$ cat config.mk
export PLATFORM = sky130hd
export DESIGN_NAME = sample_word_interleaver
export DESIGN_NICKNAME = d
export VERILOG_FILES = /design/src/rtl/swi_pkg.sv /design/src/rtl/swi_gather.sv /design/src/rtl/swi_scatter.sv /design/src/rtl/sample_word_interleaver.sv
export SDC_FILE = /design/constraint.sdc
export NUM_CORES = 1
export LEC_CHECK = 0
export BUFFER_PORTS_ARGS = -buffer_cell sky130_fd_sc_hd__buf_2
export CAP_MARGIN = 20
export CORE_MARGIN = 5
export CORE_UTILIZATION = 40
export DETAILED_ROUTE_END_ITERATION = 16
export SETUP_SLACK_MARGIN = 0.15
export SYNTH_ARGS = -nofsm -noshare
export SYNTH_HDL_FRONTEND = slang
export SYNTH_HIERARCHICAL = 1
export SYNTH_SLANG_ARGS = --single-unit
$ cat constraint.sdc
create_clock -name clk -period 2.5 [get_ports clk]
set_input_delay 0.5 -clock clk [delete_from_list [all_inputs] [get_ports clk]]
set_output_delay 0.5 -clock clk [all_outputs]
set_load 0.005 [all_outputs]
$ cat src/rtl/swi_pkg.sv
package swi_pkg;
  localparam int RATE_LOG_MAX = 2;
  localparam int IDX_W = 2;
  localparam int LOG_W = 2;

  typedef enum logic [1:0] {
    RATE_X1   = 2'b00,
    RATE_X2   = 2'b01,
    RATE_X4   = 2'b10,
    RATE_RSVD = 2'b11
  } rate_e;

  // log2 of samples per word for a selector value
  function automatic logic [LOG_W-1:0] rate_log(input logic [1:0] sel);
    case (sel)
      RATE_X2: return LOG_W'(1);
      RATE_X4: return LOG_W'(2);
      default: return LOG_W'(0);
    endcase
  endfunction

  // index of the sample that closes a word
  function automatic logic [IDX_W-1:0] final_index(input logic [LOG_W-1:0] lg);
    return IDX_W'((32'd1 << lg) - 32'd1);
  endfunction
endpackage

$ cat src/rtl/swi_gather.sv
module swi_gather
  import swi_pkg::*;
(
  input  logic             clk,
  input  logic             rst_n,
  input  logic             tick_i,
  input  logic [LOG_W-1:0] req_log_i,
  output logic [LOG_W-1:0] eff_log_o,
  output logic [IDX_W-1:0] eff_idx_o,
  output logic             first_o,
  output logic             last_o,
  output logic             drop_o
);
  logic [LOG_W-1:0] act_log_q;
  logic [IDX_W-1:0] idx_q;
  logic             rate_switch;

  assign rate_switch = tick_i && (req_log_i != act_log_q);
  assign eff_log_o   = rate_switch ? req_log_i : act_log_q;
  assign eff_idx_o   = rate_switch ? '0 : idx_q;
  assign first_o     = (eff_idx_o == '0);
  assign last_o      = tick_i && (eff_idx_o == final_index(eff_log_o));
  assign drop_o      = rate_switch && (idx_q != '0);

  always_ff @(posedge clk) begin
    if (!rst_n) begin
      act_log_q <= '0;
      idx_q     <= '0;
    end else if (tick_i) begin
      act_log_q <= req_log_i;
      idx_q     <= last_o ? '0 : eff_idx_o + IDX_W'(1);
    end
  end

  assert_idx_range_R7: assert property (@(posedge clk) disable iff (!rst_n)
    idx_q <= final_index(act_log_q));

  assert_idle_hold_R7: assert property (@(posedge clk) disable iff (!rst_n)
    !tick_i |=> ($stable(idx_q) && $stable(act_log_q)));

  assert_drop_restart_R8: assert property (@(posedge clk) disable iff (!rst_n)
    (drop_o && req_log_i != '0) |=> (idx_q == IDX_W'(1)));
endmodule

$ cat src/rtl/swi_scatter.sv
module swi_scatter
  import swi_pkg::*;
#(
  parameter int WORD_W = 16
) (
  input  logic [WORD_W-1:0] sample_i,
  input  logic [WORD_W-1:0] base_i,
  input  logic [LOG_W-1:0]  log_i,
  input  logic [IDX_W-1:0]  idx_i,
  output logic [WORD_W-1:0] merged_o
);
  logic [WORD_W-1:0] cand [RATE_LOG_MAX+1];

  for (genvar l = 0; l <= RATE_LOG_MAX; l++) begin : g_rate
    for (genvar b = 0; b < WORD_W; b++) begin : g_bit
      localparam int CH = b >> l;
      localparam int K  = b % (1 << l);
      assign cand[l][b] = (idx_i == IDX_W'(K)) ? sample_i[CH] : base_i[b];
    end
  end

  always_comb begin
    merged_o = cand[0];
    for (int l = 1; l <= RATE_LOG_MAX; l++)
      if (log_i == LOG_W'(l)) merged_o = cand[l];
  end
endmodule

$ cat src/rtl/sample_word_interleaver.sv
module sample_word_interleaver
  import swi_pkg::*;
#(
  parameter int WORD_W = 16
) (
  input  logic              clk,
  input  logic              rst_n,
  input  logic [1:0]        rate_sel_i,
  input  logic              tick_i,
  input  logic [WORD_W-1:0] chan_i,
  output logic [WORD_W-1:0] word_o,
  output logic              word_valid_o
);
  logic [LOG_W-1:0]  eff_log;
  logic [IDX_W-1:0]  eff_idx;
  logic              word_first, word_last, word_drop;
  logic [WORD_W-1:0] acc_q, base, merged;
  logic [WORD_W-1:0] word_q;
  logic              valid_q;

  swi_gather u_gather (
    .clk       (clk),
    .rst_n     (rst_n),
    .tick_i    (tick_i),
    .req_log_i (rate_log(rate_sel_i)),
    .eff_log_o (eff_log),
    .eff_idx_o (eff_idx),
    .first_o   (word_first),
    .last_o    (word_last),
    .drop_o    (word_drop)
  );

  assign base = word_first ? '0 : acc_q;

  swi_scatter #(.WORD_W(WORD_W)) u_scatter (
    .sample_i (chan_i),
    .base_i   (base),
    .log_i    (eff_log),
    .idx_i    (eff_idx),
    .merged_o (merged)
  );

  always_ff @(posedge clk) begin
    if (!rst_n) begin
      acc_q   <= '0;
      word_q  <= '0;
      valid_q <= 1'b0;
    end else begin
      valid_q <= word_last;
      if (tick_i) acc_q <= merged;
      if (word_last) word_q <= merged;
    end
  end

  assign word_o       = word_q;
  assign word_valid_o = valid_q;

  assert_valid_after_tick_R6: assert property (@(posedge clk) disable iff (!rst_n)
    word_valid_o |-> $past(tick_i));

  assert_single_every_tick_R2: assert property (@(posedge clk) disable iff (!rst_n)
    (tick_i && rate_log(rate_sel_i) == '0) |=> word_valid_o);

  assert_word_hold_R10: assert property (@(posedge clk) disable iff (!rst_n)
    !word_valid_o |-> $stable(word_o));

  assert_drop_no_word_R8: assert property (@(posedge clk) disable iff (!rst_n)
    (word_drop && rate_log(rate_sel_i) != '0) |=> !word_valid_o);
endmodule

Yosys cells after proc, flatten, opt, wreduce, memory -nomap -nowiden --
Cells that the tools add are included.
Operators by class: add/sub/neg operators 2, reduce and logical (&&, ||, !) cells 3, $lt $le $gt $ge 0, muxes and demuxes 52, divide/modulo/power cells 0, shifts and indexed selects 1, eq/ne operators 9, bitwise gates (word level) 0, $mul 0
Operator list (number):
- 2-to-1 mux 16 bit | 3
- 2-to-1 mux 1 bit | 45
- equality test 2 bit, second input constant | 4
- equality test 2 x 1 -> 1 bit, second input constant | 3
- 2-to-1 mux 2 bit | 3
- case mux 2 bit (2 select lines) | 1
- adder 2 x 1 -> 2 bit, second input constant | 1
- equality test 2 bit | 1
- logical AND 1 bit | 2
- logical NOT 2 bit | 1
- != test 2 bit | 1
- << shifter 1 x 2 -> 2 bit, first input constant | 1
- subtractor 2 x 1 -> 2 bit, second input constant | 1
Storage, ports and cells: memories kept 0, register bits after elaboration 37, input bits 21, ROM bits 0, logic and storage cells 72, memory bits (writable) 0, bits in latches 0

Logic depth before layout (Yosys ltp) --
Gate-level depths: netlist of the first run.
word-level depth 10, depth in mapped cells 13, mapped depth without buffers 11

Cells and area by module --
Netlist of the first run, hierarchy kept.
By module, submodules not included:
- sample_word_interleaver | cells each 124, area an instance 1402.6 um^2, times used 1
- swi_scatter | cells each 120, area an instance 782.0 um^2, times used 1
- swi_gather | cells each 45, area an instance 335.3 um^2, times used 1

Least setup slack after synthesis of the first run --
Ideal clock, no wire load.
path kind input to register, start point in rate_sel_i[0], end point reg acc_q[9], data required time 2384 ps, stages 12, path buffers 1, arrival time 2587 ps, slack -203 ps, cells stage by stage nor2b_1 > xor2_1 > o21ai_1 > nand2_1 > ha_1 > clkbuf_1 > and2b_2 > nand2_1 > a21oi_1 > or3_1 > mux2i_1 > nor2b_1
Between the ends: word-level cells in the longest chain between the ends 10
RTL lines:
- start, declared | line sample_word_interleaver.sv:8 | input logic [1:0] rate_sel_i,
- equality test 2 bit or equality test 2 x 1 -> 1 bit (tied branches) | line swi_pkg.sv:15 | case (sel)
- case mux 2 bit (2 select lines) * | line swi_pkg.sv:15
- != test 2 bit * | line swi_gather.sv:18 | assign rate_switch = tick_i && (req_log_i != act_log_q);
- logical AND 1 bit * | line swi_gather.sv:18
- 2-to-1 mux 2 bit * | line swi_gather.sv:20 | assign eff_idx_o = rate_switch ? '0 : idx_q;
- logical NOT 2 bit * | line swi_gather.sv:21 | assign first_o = (eff_idx_o == '0);
- net word_first | line sample_word_interleaver.sv:16 | logic word_first, word_last, word_drop;
- 2-to-1 mux 16 bit * | line sample_word_interleaver.sv:33 | assign base = word_first ? '0 : acc_q;
- net base[9] | line sample_word_interleaver.sv:17 | logic [WORD_W-1:0] acc_q, base, merged;
- 2-to-1 mux 1 bit | line swi_scatter.sv:18 | assign cand[l][b] = (idx_i == IDX_W'(K)) ? sample_i[CH] : base_i[b];
- 2-to-1 mux 16 bit | line swi_scatter.sv:25 | if (log_i == LOG_W'(l)) merged_o = cand[l];
- 2-to-1 mux 16 bit * | line swi_scatter.sv:25
- net merged[9] | line sample_word_interleaver.sv:17
- end signal, assigned | line sample_word_interleaver.sv:50 | if (tick_i) acc_q <= merged;
- end, declared | line sample_word_interleaver.sv:17
Mark *: on every way through the listed nets, which the timed path passes. The rest lies on a longest branch. A chain may end at the register's enable or synchronous reset.

Worst setup path in the final report of the first run --
start point in rate_sel_i[0], end point reg word_q[15], in the netlist word_o[15]
Between the ends: word-level cells in the longest chain between the ends 10
RTL lines:
- equality test 2 bit or equality test 2 x 1 -> 1 bit (tied branches) | line swi_pkg.sv:15
- case mux 2 bit (2 select lines) * | line swi_pkg.sv:15
- != test 2 bit * | line swi_gather.sv:18
- logical AND 1 bit * | line swi_gather.sv:18
- 2-to-1 mux 2 bit * | line swi_gather.sv:20
- net eff_idx[1] | line sample_word_interleaver.sv:15 | logic [IDX_W-1:0] eff_idx;
- logical NOT 2 bit | line swi_gather.sv:21, swi_scatter.sv:18
- 2-to-1 mux 16 bit | line sample_word_interleaver.sv:33
- 2-to-1 mux 1 bit | line swi_scatter.sv:18
- 2-to-1 mux 16 bit | line swi_scatter.sv:25
- 2-to-1 mux 16 bit * | line swi_scatter.sv:25
- net merged[15] | line sample_word_interleaver.sv:17
- end signal, assigned | line sample_word_interleaver.sv:51 | if (word_last) word_q <= merged;
- end, declared | line sample_word_interleaver.sv:18 | logic [WORD_W-1:0] word_q;
Marks and branches as above.

==> impl_table.tex, run 1 <==
\begin{tabular}{lr}
\hline
Metric & Value \\
\hline
\multicolumn{2}{l}{\textbf{Timing}} \\
Min cycle time layout & $\sim$2200 ps \\
Slew at the pin with the worst max-slew slack & 546 ps \\
Clock tree skew after final layout & about 10 ps \\
Peak clock frequency supported by timing & 457 MHz \\
RSZ-0062 raised after global routing & false \\
Number of slew-limit violations in the final report & 0 \\
Setup violation total in the final timing report & 0 \\
Worst rel slew slack & between 60\% and 70\% \\
Final hold violations & 0 \\
Period utilisation layout & between 80\% and 90\% \\
\multicolumn{2}{l}{\textbf{CTS}} \\
Number of post-CTS setup repair buffers & 0 \\
Worst-path clk slew & $\sim$80 ps \\
Count of H-tree levels built during CTS & 2 \\
Maximum buffer depth of the clock tree & 2 \\
Clock Sinks & 37 \\
CTS tree & yes \\
Cell chosen for the clock root & clkbuf\_8 \\
TritonCTS buffer count & 5 \\
Clock Latency Late Sink & slightly below 300 ps \\
\multicolumn{2}{l}{\textbf{Logic synthesis}} \\
Number of warnings printed during yosys synthesis & 6 \\
Post-Syn Instances & $\sim$290 \\
Mean instance size in the synthesized netlist & slightly below 9 um\^{}2 \\
Area of the mapped netlist & roughly 0.0025 mm\^{}2 \\
Synthesized Nets & between 300 and 400 \\
\multicolumn{2}{l}{\textbf{Die}} \\
Die area & roughly 0.008 mm\^{}2 \\
Y dimension of the die & 89.3 um \\
CORE AREA & 0.00603 mm\^{}2 \\
IO Pins & 38 \\
Num rows & 28 \\
Die extent in x & between 80 and 90 um \\
Initial Utilization & a little over two fifths \\
\multicolumn{2}{l}{\textbf{Worst setup path}} \\
Arrival time of data at the critical path endpoint & between 2000 and 2500 ps \\
CP Capture Type & flip-flop \\
Sort of element at the start of the critical path & input pin \\
Data required time at the worst endpoint & between 2000 and 3000 ps \\
Count of cells along the worst register-to-register path & 11 \\
CP Class & input pin to flip-flop \\
Largest driver fanout on the critical path & 5 \\
\multicolumn{2}{l}{\textbf{Finish}} \\
Antenna fix cells & 0 \\
Core utilization of the finished layout & between 50\% and 60\% \\
Fraction of final layout cells sized beyond drive strength 1 & about a quarter \\
Most common cell after layout, fill and taps aside & mux2i\_1 \\
Net count, final & about 370 \\
Final Cell Area & a little over 0.003 mm\^{}2 \\
Commonest non-fill, non-tap cells in the layout & mux2i\_1 (49), buf\_2 (37), dfxtp\_1 (36), nor2b\_1 (34), buf\_4 (28) \\
Synthesis-to-finish area growth & 21.0\% \\
Non-filler instance count after layout & 419 \\
\multicolumn{2}{l}{\textbf{Power and ir drop}} \\
Combinational share of power & between 20\% and 30\% \\
Fraction of power spent switching nets & around 28\% \\
Internal power summed over all cells & approximately 1100 uW \\
Relative contribution of the clock network to total power & between 30\% and 40\% \\
Reported leakage power & 0.00138 uW \\
Highest ir drop seen on vdd & 0.285 mV \\
Power, Total & between 1500 and 2000 uW \\
Sw power & about 440 uW \\
Cell area power density & between 500 and 600 mW/mm\^{}2 \\
Sequential share of power & just over 40\% \\
\multicolumn{2}{l}{\textbf{Run}} \\
Max-cap violations & 0 \\
\multicolumn{2}{l}{\textbf{Placed design}} \\
Buffers added on ports & 37 \\
Inst Count DP & roughly 400 \\
Post-detailed-placement cell area & about 0.0029 mm\^{}2 \\
Final weighted congestion in routability-driven placement & between 0.9 and 1 \\
Sum of net half-perimeters after detailed placement & 4710 um \\
\multicolumn{2}{l}{\textbf{GRT}} \\
Remaining Overflow, GRT & 0 \\
Via count of the first global-routing pass & around 2100 \\
Number of antenna violations at the first check in global routing & 0 \\
Overall fraction of global-route tracks in use & between 15 and 20\% \\
Largest net degree at the start of global routing & 30 \\
Global-route wire length before repair & around 10000 um \\
\multicolumn{2}{l}{\textbf{Route}} \\
Total wire length after detailed routing & 6140 um \\
Average detailed-routed wire length per instance & between 10 and 15 um \\
Via total after detailed routing & roughly 2100 \\
Drt drc & 0 \\
Detailed-routing iteration count for the pre-antenna-repair pass & 4 \\
Remaining antenna violation count & 0 \\
Vias per std cell & between 5 and 6 \\
1st-iter DRT viols & 140 \\
\multicolumn{2}{l}{\textbf{Worst hold path}} \\
Cell depth of the worst min-delay path & 2 \\
Class of the tightest hold or removal check & flip-flop to flip-flop \\
\multicolumn{2}{l}{\textbf{Outcome}} \\
Run status & finished, final reports clean \\
\hline
\end{tabular}
## worst max-delay path, stage by stage
cell and delay, ps:
buf_2 110, nor2b_4 130, xor2_2 180, o21ai_2 190, nand2_2 100, inv_1 130, buf_4 180, nand2b_4 160
buf_4 120, mux2i_1 170, o22a_1 140, o21ai_1 90, mux2i_1 140, nor2b_1 60
## state kept, by name, summed over array words and instances (netlist names)
signal and cells:
word_valid_o 1, u_gather/act_log_q 2, acc_q 16, u_gather/idx_q 2, word_o 16
## path summary, 6_finish.rpt
kind                    startpoint    endpoint  slack (ps)
max                  rate_sel_i[0]  word_o[15]         310
min                     word_o[10]  word_o[10]         510
max reg2reg  u_gather/act_log_q[1]    acc_q[5]         360
min reg2reg             word_o[10]  word_o[10]         510
## through the flow
step	worst slack [ps]	setup TNS, ps	hold slack (ps)
after CTS	225	0	519
after detailed placement	-48.2	-339	500
after floorplan	121	0	476
after global placement	-40.6	-107	493
after global routing	153	0	543
final	312	0	515
## metal layers
layer  vias up  GRT usage [%]  wire, um
li1       1100              -         -
met1       997           22.4      3070
met2        42           26.9      2800
met3         5           2.76       226
met4         0           3.65        46
met5         -              0         0
## power groups by stage
stage                     Clock (uW)  Sequential [uW]  Combinational (uW)
after CTS                        535              653                 400
after global placement             0              665                 394
after detailed placement           0              666                 398
after global routing             563              659                 445
after floorplan                    0              664                 274
final                            517              653                 403
## cell type report
type / instances / area (um^2)
clock buffers: 6 / 72.6
fillers: 603 / 2980
well taps: 75 / 93.8
multi-input cells: 226 / 1650
inverters: 7 / 26.3
repair buffers: 66 / 415
flip-flops and latches: 37 / 742
clock inverters: 2 / 38.8
## what timing repair did
action | in CTS | in global routing
gates resized for setup | 0 | 8
setup endpoints to repair | 0 | 27
hold buffers | 0 | 0
endpoints found under the hold margin | 0 | 0
Note: power is estimated with default switching activity, not from simulation.
==> run 2, diff against run 1 <==
ABC_AREA = 1   (was default)
==> run 2 against run 1 <==
Combinational power rose by 8.7%. Sequential cell count unchanged. Count of clock-buffer cells in the layout stayed put. Synthesized cell count increased by 55%. Critical path type unchanged. Largest power group unchanged.
==> impl_table.tex, run 2 <==
\begin{tabular}{lr}
\hline
Metric & Value \\
\hline
\multicolumn{2}{l}{\textbf{Worst setup path}} \\
Count of cells along the worst register-to-register path & 16 (was 11) \\
Reg-to-reg setup timing slack & 580 ps (was 360 ps) \\
CP Capture Type & flip-flop (unchanged) \\
Worst flop-to-flop path startpoint & u\_gather/act\_log\_q[1] (unchanged) \\
Arrival time of data at the critical path endpoint & 2270 ps (was 2370 ps) \\
Largest driver fanout on the critical path & 7 (was 5) \\
Data required time at the worst endpoint & 2690 ps (about the same) \\
Endpoint of the worst-slack reg-to-reg timing path & acc\_q[6] (was acc\_q[5]) \\
CP Class & input pin to flip-flop (unchanged) \\
Sort of element at the start of the critical path & input pin (unchanged) \\
\multicolumn{2}{l}{\textbf{Die}} \\
IO Pins & 38 (unchanged) \\
Y dimension of the die & 89.9 um (was 89.3 um) \\
Die area & 0.00808 mm\^{}2 (was 0.00797 mm\^{}2) \\
Die extent in x & 89.9 um (was 89.3 um) \\
Initial Utilization & 40.7\% (was 41.7\%) \\
Num rows & 29 (was 28) \\
CORE AREA & 0.00628 mm\^{}2 (was 0.00603 mm\^{}2) \\
\multicolumn{2}{l}{\textbf{Timing}} \\
Peak clock frequency supported by timing & 480 MHz (was 457 MHz) \\
Post-layout worst setup margin & 419 ps (was 312 ps) \\
Clock tree skew after final layout & 4.48 ps (was 10.4 ps) \\
Min cycle time layout & 2080 ps (was 2190 ps) \\
Setup violation total in the final timing report & 0 (unchanged) \\
RSZ-0062 raised after global routing & false (unchanged) \\
Period utilisation layout & 83.3\% (was 87.5\%) \\
Hold\_ws & 468 ps (was 515 ps) \\
Final hold violations & 0 (unchanged) \\
Worst rel slew slack & 60.0\% (was 63.4\%) \\
Slew at the pin with the worst max-slew slack & 600 ps (was 546 ps) \\
Final total negative setup slack & 0 ps (unchanged) \\
Number of slew-limit violations in the final report & 0 (unchanged) \\
\multicolumn{2}{l}{\textbf{Route}} \\
Drt drc & 0 (unchanged) \\
Total wire length after detailed routing & 6520 um (was 6140 um) \\
1st-iter DRT viols & 112 (was 140) \\
Remaining antenna violation count & 0 (unchanged) \\
Detailed-routing iteration count for the pre-antenna-repair pass & 4 (unchanged) \\
Average detailed-routed wire length per instance & 11.7 um (was 14.7 um) \\
Vias per std cell & 4.66 (was 5.12) \\
Via total after detailed routing & 2598 (was 2144) \\
\multicolumn{2}{l}{\textbf{Power and ir drop}} \\
Internal power summed over all cells & 993 uW (was 1130 uW) \\
Highest ir drop seen on vdd & 0.287 mV (was 0.285 mV) \\
Relative contribution of the clock network to total power & 26.9\% (was 32.9\%) \\
Combinational share of power & 29.1\% (was 25.6\%) \\
Sequential share of power & 44.0\% (was 41.5\%) \\
Sw power & 511 uW (was 444 uW) \\
Cell area power density & 526 mW/mm\^{}2 (was 517 mW/mm\^{}2) \\
Fraction of power spent switching nets & 34.0\% (was 28.2\%) \\
Reported leakage power & 0.00150 uW (was 0.00138 uW) \\
\multicolumn{2}{l}{\textbf{GRT}} \\
Number of antenna violations at the first check in global routing & 0 (unchanged) \\
Via count of the first global-routing pass & 2474 (was 2106) \\
Overall fraction of global-route tracks in use & 16.5\% (was 16.3\%) \\
Global-route wire length before repair & 11300 um (was 10100 um) \\
Remaining Overflow, GRT & 0 (unchanged) \\
Largest net degree at the start of global routing & 37 (was 30) \\
\multicolumn{2}{l}{\textbf{Finish}} \\
Seq. cell area & 741 um\^{}2 (was 742 um\^{}2) \\
Most common cell after layout, fill and taps aside & nand2\_1 (was mux2i\_1) \\
Commonest non-fill, non-tap cells in the layout & nand2\_1 (149), nor2\_1 (91), inv\_1 (61), dfxtp\_1 (37), buf\_2 (37) (was mux2i\_1 (49), buf\_2 (37), dfxtp\_1 (36), nor2b\_1 (34), buf\_4 (28)) \\
Fraction of final layout cells sized beyond drive strength 1 & 17.3\% (was 26.7\%) \\
Net count, final & 502 (was 365) \\
Final Cell Area & 0.00286 mm\^{}2 (was 0.00304 mm\^{}2) \\
Non-filler instance count after layout & 558 (was 419) \\
Footprint of the multi-input gates & 0.00140 mm\^{}2 (was 0.00165 mm\^{}2) \\
Synthesis-to-finish area growth & 12.0\% (was 21.0\%) \\
Antenna fix cells & 0 (unchanged) \\
Filler cell count in the final layout & 694 (was 603) \\
\multicolumn{2}{l}{\textbf{Worst hold path}} \\
Cell depth of the worst min-delay path & 2 (unchanged) \\
Hold path startpoint & word\_o[4] (was word\_o[10]) \\
Class of the tightest hold or removal check & flip-flop to flip-flop (unchanged) \\
Sink of the worst hold path & word\_o[4] (was word\_o[10]) \\
\multicolumn{2}{l}{\textbf{CTS}} \\
Hold bufs inserted after CTS & 0 (unchanged) \\
Worst-path clk slew & 70 ps (was 80 ps) \\
TritonCTS buffer count & 5 (unchanged) \\
Clock Sinks & 37 (unchanged) \\
Clock Latency Late Sink & 280 ps (was 290 ps) \\
Maximum buffer depth of the clock tree & 2 (unchanged) \\
Count of H-tree levels built during CTS & 2 (unchanged) \\
CTS tree & yes (unchanged) \\
Cell chosen for the clock root & clkbuf\_8 (unchanged) \\
\multicolumn{2}{l}{\textbf{Placed design}} \\
Post-detailed-placement cell area & 0.00273 mm\^{}2 (was 0.00291 mm\^{}2) \\
Final weighted congestion in routability-driven placement & 0.881 (was 0.903) \\
Buffers added on ports & 37 (unchanged) \\
Inst Count DP & 548 (was 411) \\
Sum of net half-perimeters after detailed placement & 4840 um (was 4710 um) \\
Setup slack after placement & -153 ps (was -48.2 ps) \\
\multicolumn{2}{l}{\textbf{Run}} \\
Max-cap violations & 0 (unchanged) \\
\multicolumn{2}{l}{\textbf{Logic synthesis}} \\
Number of warnings printed during yosys synthesis & 6 (unchanged) \\
Synthesized Nets & 467 (was 310) \\
Post-Syn Instances & 445 (was 288) \\
Mean instance size in the synthesized netlist & 5.74 um\^{}2 (was 8.73 um\^{}2) \\
Area of the mapped netlist & 0.00255 mm\^{}2 (was 0.00251 mm\^{}2) \\
\multicolumn{2}{l}{\textbf{Outcome}} \\
Run status & finished, final reports clean (unchanged) \\
\hline
\end{tabular}
run 2: critical path, cell delays in order:
cell	delay [ps]
buf_2	100
nor2_1	180
nand2_1	80
nand2_1	80
nand2_2	70
nand2_4	90
nand2_4	80
inv_1	200
inv_2	80
nand2_1	210
inv_1	100
o211ai_1	170
nand2_1	90
inv_1	70
nand2_1	50
nand2_1	60
nor2_1	40
run 2: power groups by stage:
stage                     Combinational (uW)  Clock [uW]  Sequential [uW]
after floorplan                          322           0              674
after global routing                     507         448              668
after global placement                   420           0              674
final                                    438         404              661
after detailed placement                 425           0              675
after CTS                                427         423              662
run 2: per-layer routing:
layer / track usage [%] / vias up / part of all wire, %
li1: - / 1389 / -
met1: 19.8 / 1163 / 45
met2: 29.6 / 37 / 50
met3: 3.84 / 9 / 2.9
met4: 3.97 / 0 / 1.3
met5: 0 / - / 0
run 2: worst max-delay path by stage:
| stage | to | startpoint |
|---|---|---|
| 6_report | acc_q[6] | rate_sel_i[1] |
| 2_1_floorplan | acc_q[7] | rate_sel_i[1] |
| 3_3_place_gp | acc_q[13] | rate_sel_i[1] |
| 3_5_place_dp | acc_q[13] | rate_sel_i[1] |
| 5_1_grt | word_o[11] | rate_sel_i[0] |
| 4_1_cts | acc_q[13] | rate_sel_i[1] |
run 2: final cells by class:
type	count	share of cell area, %
flip-flops and latches	37	25.9
clock inverters	2	0.350
repair buffers	47	9.98
multi-input cells	320	48.8
well taps	77	3.37
inverters	69	9.06
clock buffers	6	2.54
run 2: what timing repair did:
action | 4_1_cts | 5_1_grt
pin swaps | 0 | 1
buffers inserted | 0 | 2
gates resized for setup | 1 | 4
setup endpoints to repair | 1 | 22
run 2: through the flow:
stage	total power, uW	utilization, %
floorplan	996	-
global placement	1090	43.5
detailed placement	1100	43.5
CTS	1510	44.8
global route	1620	45.5
finish	1500	45.5
==> run 3, diff against run 2 <==
clock period = 2 ns   (was 2.5 ns; I/O delays follow)
==> run 3 against run 2 <==
Sequential cell count unchanged. Combinational power up 67%. Clock skew barely moved. Critical path depth increased by 4. Cell area increased by 19%. Worst setup slack worse by 320 ps. Worst hold slack better by 0.87 ps. Largest cell class unchanged. Largest power group unchanged.
==> impl_table.tex, run 3 (synthesis gave the netlist of run 2 again) <==
\begin{tabular}{lr}
\hline
Metric & Value \\
\hline
\multicolumn{2}{l}{\textbf{Timing}} \\
Setup violation total in the final timing report & 0 (unchanged) \\
Clock tree skew after final layout & 4.59 ps (was 4.48 ps) \\
Slew at the pin with the worst max-slew slack & 593 ps (was 600 ps) \\
RSZ-0062 raised after global routing & true (was false) \\
Number of slew-limit violations in the final report & 0 (unchanged) \\
Final hold violations & 0 (unchanged) \\
Worst rel slew slack & 60.5\% (was 60.0\%) \\
Min cycle time layout & about 1900 ps \\
Peak clock frequency supported by timing & between 500 and 600 MHz \\
Post-layout worst setup margin & 96.0 ps (was 419 ps) \\
Period utilisation layout & between 90\% and 100\% \\
Hold\_ws & 469 ps (was 468 ps) \\
Final total negative setup slack & 0 ps (unchanged) \\
\multicolumn{2}{l}{\textbf{GRT}} \\
Remaining Overflow, GRT & 0 (unchanged) \\
Number of antenna violations at the first check in global routing & 0 (unchanged) \\
Global-route wire length before repair & 11000 um (was 11300 um) \\
Overall fraction of global-route tracks in use & 16.0\% (was 16.5\%) \\
Via count of the first global-routing pass & 2510 (was 2474) \\
Largest net degree at the start of global routing & 36 (was 37) \\
\multicolumn{2}{l}{\textbf{Worst setup path}} \\
CP Capture Type & flip-flop (unchanged) \\
Sort of element at the start of the critical path & input pin (unchanged) \\
Data required time at the worst endpoint & 2220 ps (was 2690 ps) \\
Library cell contributing the largest single delay on the critical path & nor2\_4 (was nand2\_1) \\
Arrival time of data at the critical path endpoint & 2130 ps (was 2270 ps) \\
Cells traversed along the worst timing path & buf\_6 > inv\_2 > nor2\_4 > inv\_1 > nand2\_1 > nand2\_1 > nand2\_2 > nand2\_4 > nand2\_4 > inv\_4 > buf\_4 > nor2\_4 > buf\_6 > nand2\_2 > nand2\_1 > nand2\_1 > o21ai\_1 > inv\_1 > nand2\_1 > nand2\_1 > nor2\_1 (was buf\_2 > nor2\_1 > nand2\_1 > nand2\_1 > nand2\_2 > nand2\_4 > nand2\_4 > inv\_1 > inv\_2 > nand2\_1 > inv\_1 > o211ai\_1 > nand2\_1 > inv\_1 > nand2\_1 > nand2\_1 > nor2\_1) \\
CP Class & input pin to flip-flop (unchanged) \\
Critical path's largest stage delay & 150 ps (was 210 ps) \\
Largest driver fanout on the critical path & 6 (was 7) \\
Dominant cell type by count on the critical path & nand2\_1 (unchanged) \\
\multicolumn{2}{l}{\textbf{Placed design}} \\
Final weighted congestion in routability-driven placement & 0.905 (was 0.881) \\
Buffers added on ports & 37 (unchanged) \\
Sum of net half-perimeters after detailed placement & 4820 um (was 4840 um) \\
Inst Count DP & 562 (was 548) \\
Setup slack after placement & -246 ps (was -153 ps) \\
\multicolumn{2}{l}{\textbf{Die}} \\
Initial Utilization & 40.7\% (unchanged) \\
Die extent in x & 89.9 um (unchanged) \\
CORE AREA & 0.00628 mm\^{}2 (unchanged) \\
Y dimension of the die & 89.9 um (unchanged) \\
Num rows & 29 (unchanged) \\
IO Pins & 38 (unchanged) \\
Die area & 0.00808 mm\^{}2 (unchanged) \\
\multicolumn{2}{l}{\textbf{CTS}} \\
Clock Sinks & 37 (unchanged) \\
Worst-path clk slew & 80 ps (was 70 ps) \\
CTS tree & yes (unchanged) \\
Count of H-tree levels built during CTS & 2 (unchanged) \\
Cell chosen for the clock root & clkbuf\_8 (unchanged) \\
Maximum buffer depth of the clock tree & 2 (unchanged) \\
Clock Latency Late Sink & 290 ps (was 280 ps) \\
TritonCTS buffer count & 5 (unchanged) \\
Hold bufs inserted after CTS & 0 (unchanged) \\
\multicolumn{2}{l}{\textbf{Finish}} \\
Footprint of the multi-input gates & 0.00158 mm\^{}2 (was 0.00140 mm\^{}2) \\
Synthesis-to-finish area growth & 33.0\% (was 12.0\%) \\
Net count, final & 531 (was 502) \\
Antenna fix cells & 0 (unchanged) \\
Commonest non-fill, non-tap cells in the layout & nand2\_1 (136), nor2\_1 (74), inv\_1 (49), dfxtp\_1 (35), buf\_2 (35) (was nand2\_1 (149), nor2\_1 (91), inv\_1 (61), dfxtp\_1 (37), buf\_2 (37)) \\
Most common cell after layout, fill and taps aside & nand2\_1 (unchanged) \\
Filler cell count in the final layout & 672 (was 694) \\
Non-filler instance count after layout & 587 (was 558) \\
Seq. cell area & 743 um\^{}2 (was 741 um\^{}2) \\
Fraction of final layout cells sized beyond drive strength 1 & 32.4\% (was 17.3\%) \\
\multicolumn{2}{l}{\textbf{Power and ir drop}} \\
Highest ir drop seen on vdd & 0.392 mV (was 0.287 mV) \\
Cell area power density & 608 mW/mm\^{}2 (was 526 mW/mm\^{}2) \\
Reported leakage power & 0.00171 uW (was 0.00150 uW) \\
Power, Total & 2060 uW (was 1500 uW) \\
\multicolumn{2}{l}{\textbf{Route}} \\
Drt drc & 0 (unchanged) \\
Via total after detailed routing & 2726 (was 2598) \\
Remaining antenna violation count & 0 (unchanged) \\
Total wire length after detailed routing & 7060 um (was 6520 um) \\
1st-iter DRT viols & 127 (was 112) \\
Average detailed-routed wire length per instance & 12.0 um (was 11.7 um) \\
Vias per std cell & 4.64 (was 4.66) \\
Detailed-routing iteration count for the pre-antenna-repair pass & 4 (unchanged) \\
\multicolumn{2}{l}{\textbf{Worst hold path}} \\
Class of the tightest hold or removal check & flip-flop to flip-flop (unchanged) \\
\multicolumn{2}{l}{\textbf{Run}} \\
Max-cap violations & 0 (unchanged) \\
\multicolumn{2}{l}{\textbf{Outcome}} \\
Run status & finished, final reports clean (unchanged) \\
\hline
\end{tabular}
==> run 3: path summary, 6_finish.rpt <==
check,start,endpoint,slack [ps],depth (start not counted)
min reg2reg,word_o[13],word_o[13],470,2
max,rate_sel_i[0],acc_q[1],100,21
max reg2reg,u_gather/act_log_q[0],acc_q[1],100,18
min,word_o[13],word_o[13],470,2
==> run 3: final cells by class <==
type                       count  area share, %
timing repair buffer          76           18.3
tap                           77           2.84
clock buffer                   6           2.14
inverter                      69           8.11
sequential                    37           21.9
clock inverter                 2          0.295
multi-input combinational    320           46.4
==> run 3: routing by layer <==
metal	share of wire [%]	wire length (um)	global-route usage, %
met1	44	3130	18.8
met2	50	3510	28.4
met3	3.3	236	3.26
met4	2.5	176	5.71
met5	0	0	0
==> run 3: metrics by stage <==
step,util (%),area [um^2]
after floorplan,-,2630
after global placement,46.2,2900
after detailed placement,46.2,2900
after CTS,48.9,3070
after global routing,54.1,3400
final,54.1,3400
==> run 3: power breakdown <==
part | internal (uW) | switching, uW
clock network | 242 | 265
logic | 312 | 419
registers | 796 | 30.7
total | 1350 | 714
==> run 3: critical path: cells and delay by family <==
| kind | cells | cell delay (ps) |
|---|---|---|
| simple gates | 13 | 1010 |
| compound gates | 1 | 100 |
| buf+inv | 7 | 600 |
==> run 3: timing repair <==
item	4_1_cts	5_1_grt
setup buffers	4	8
pin swaps	1	38
gates resized for setup	12	66
setup endpoints to repair	32	32
gates cloned	1	4
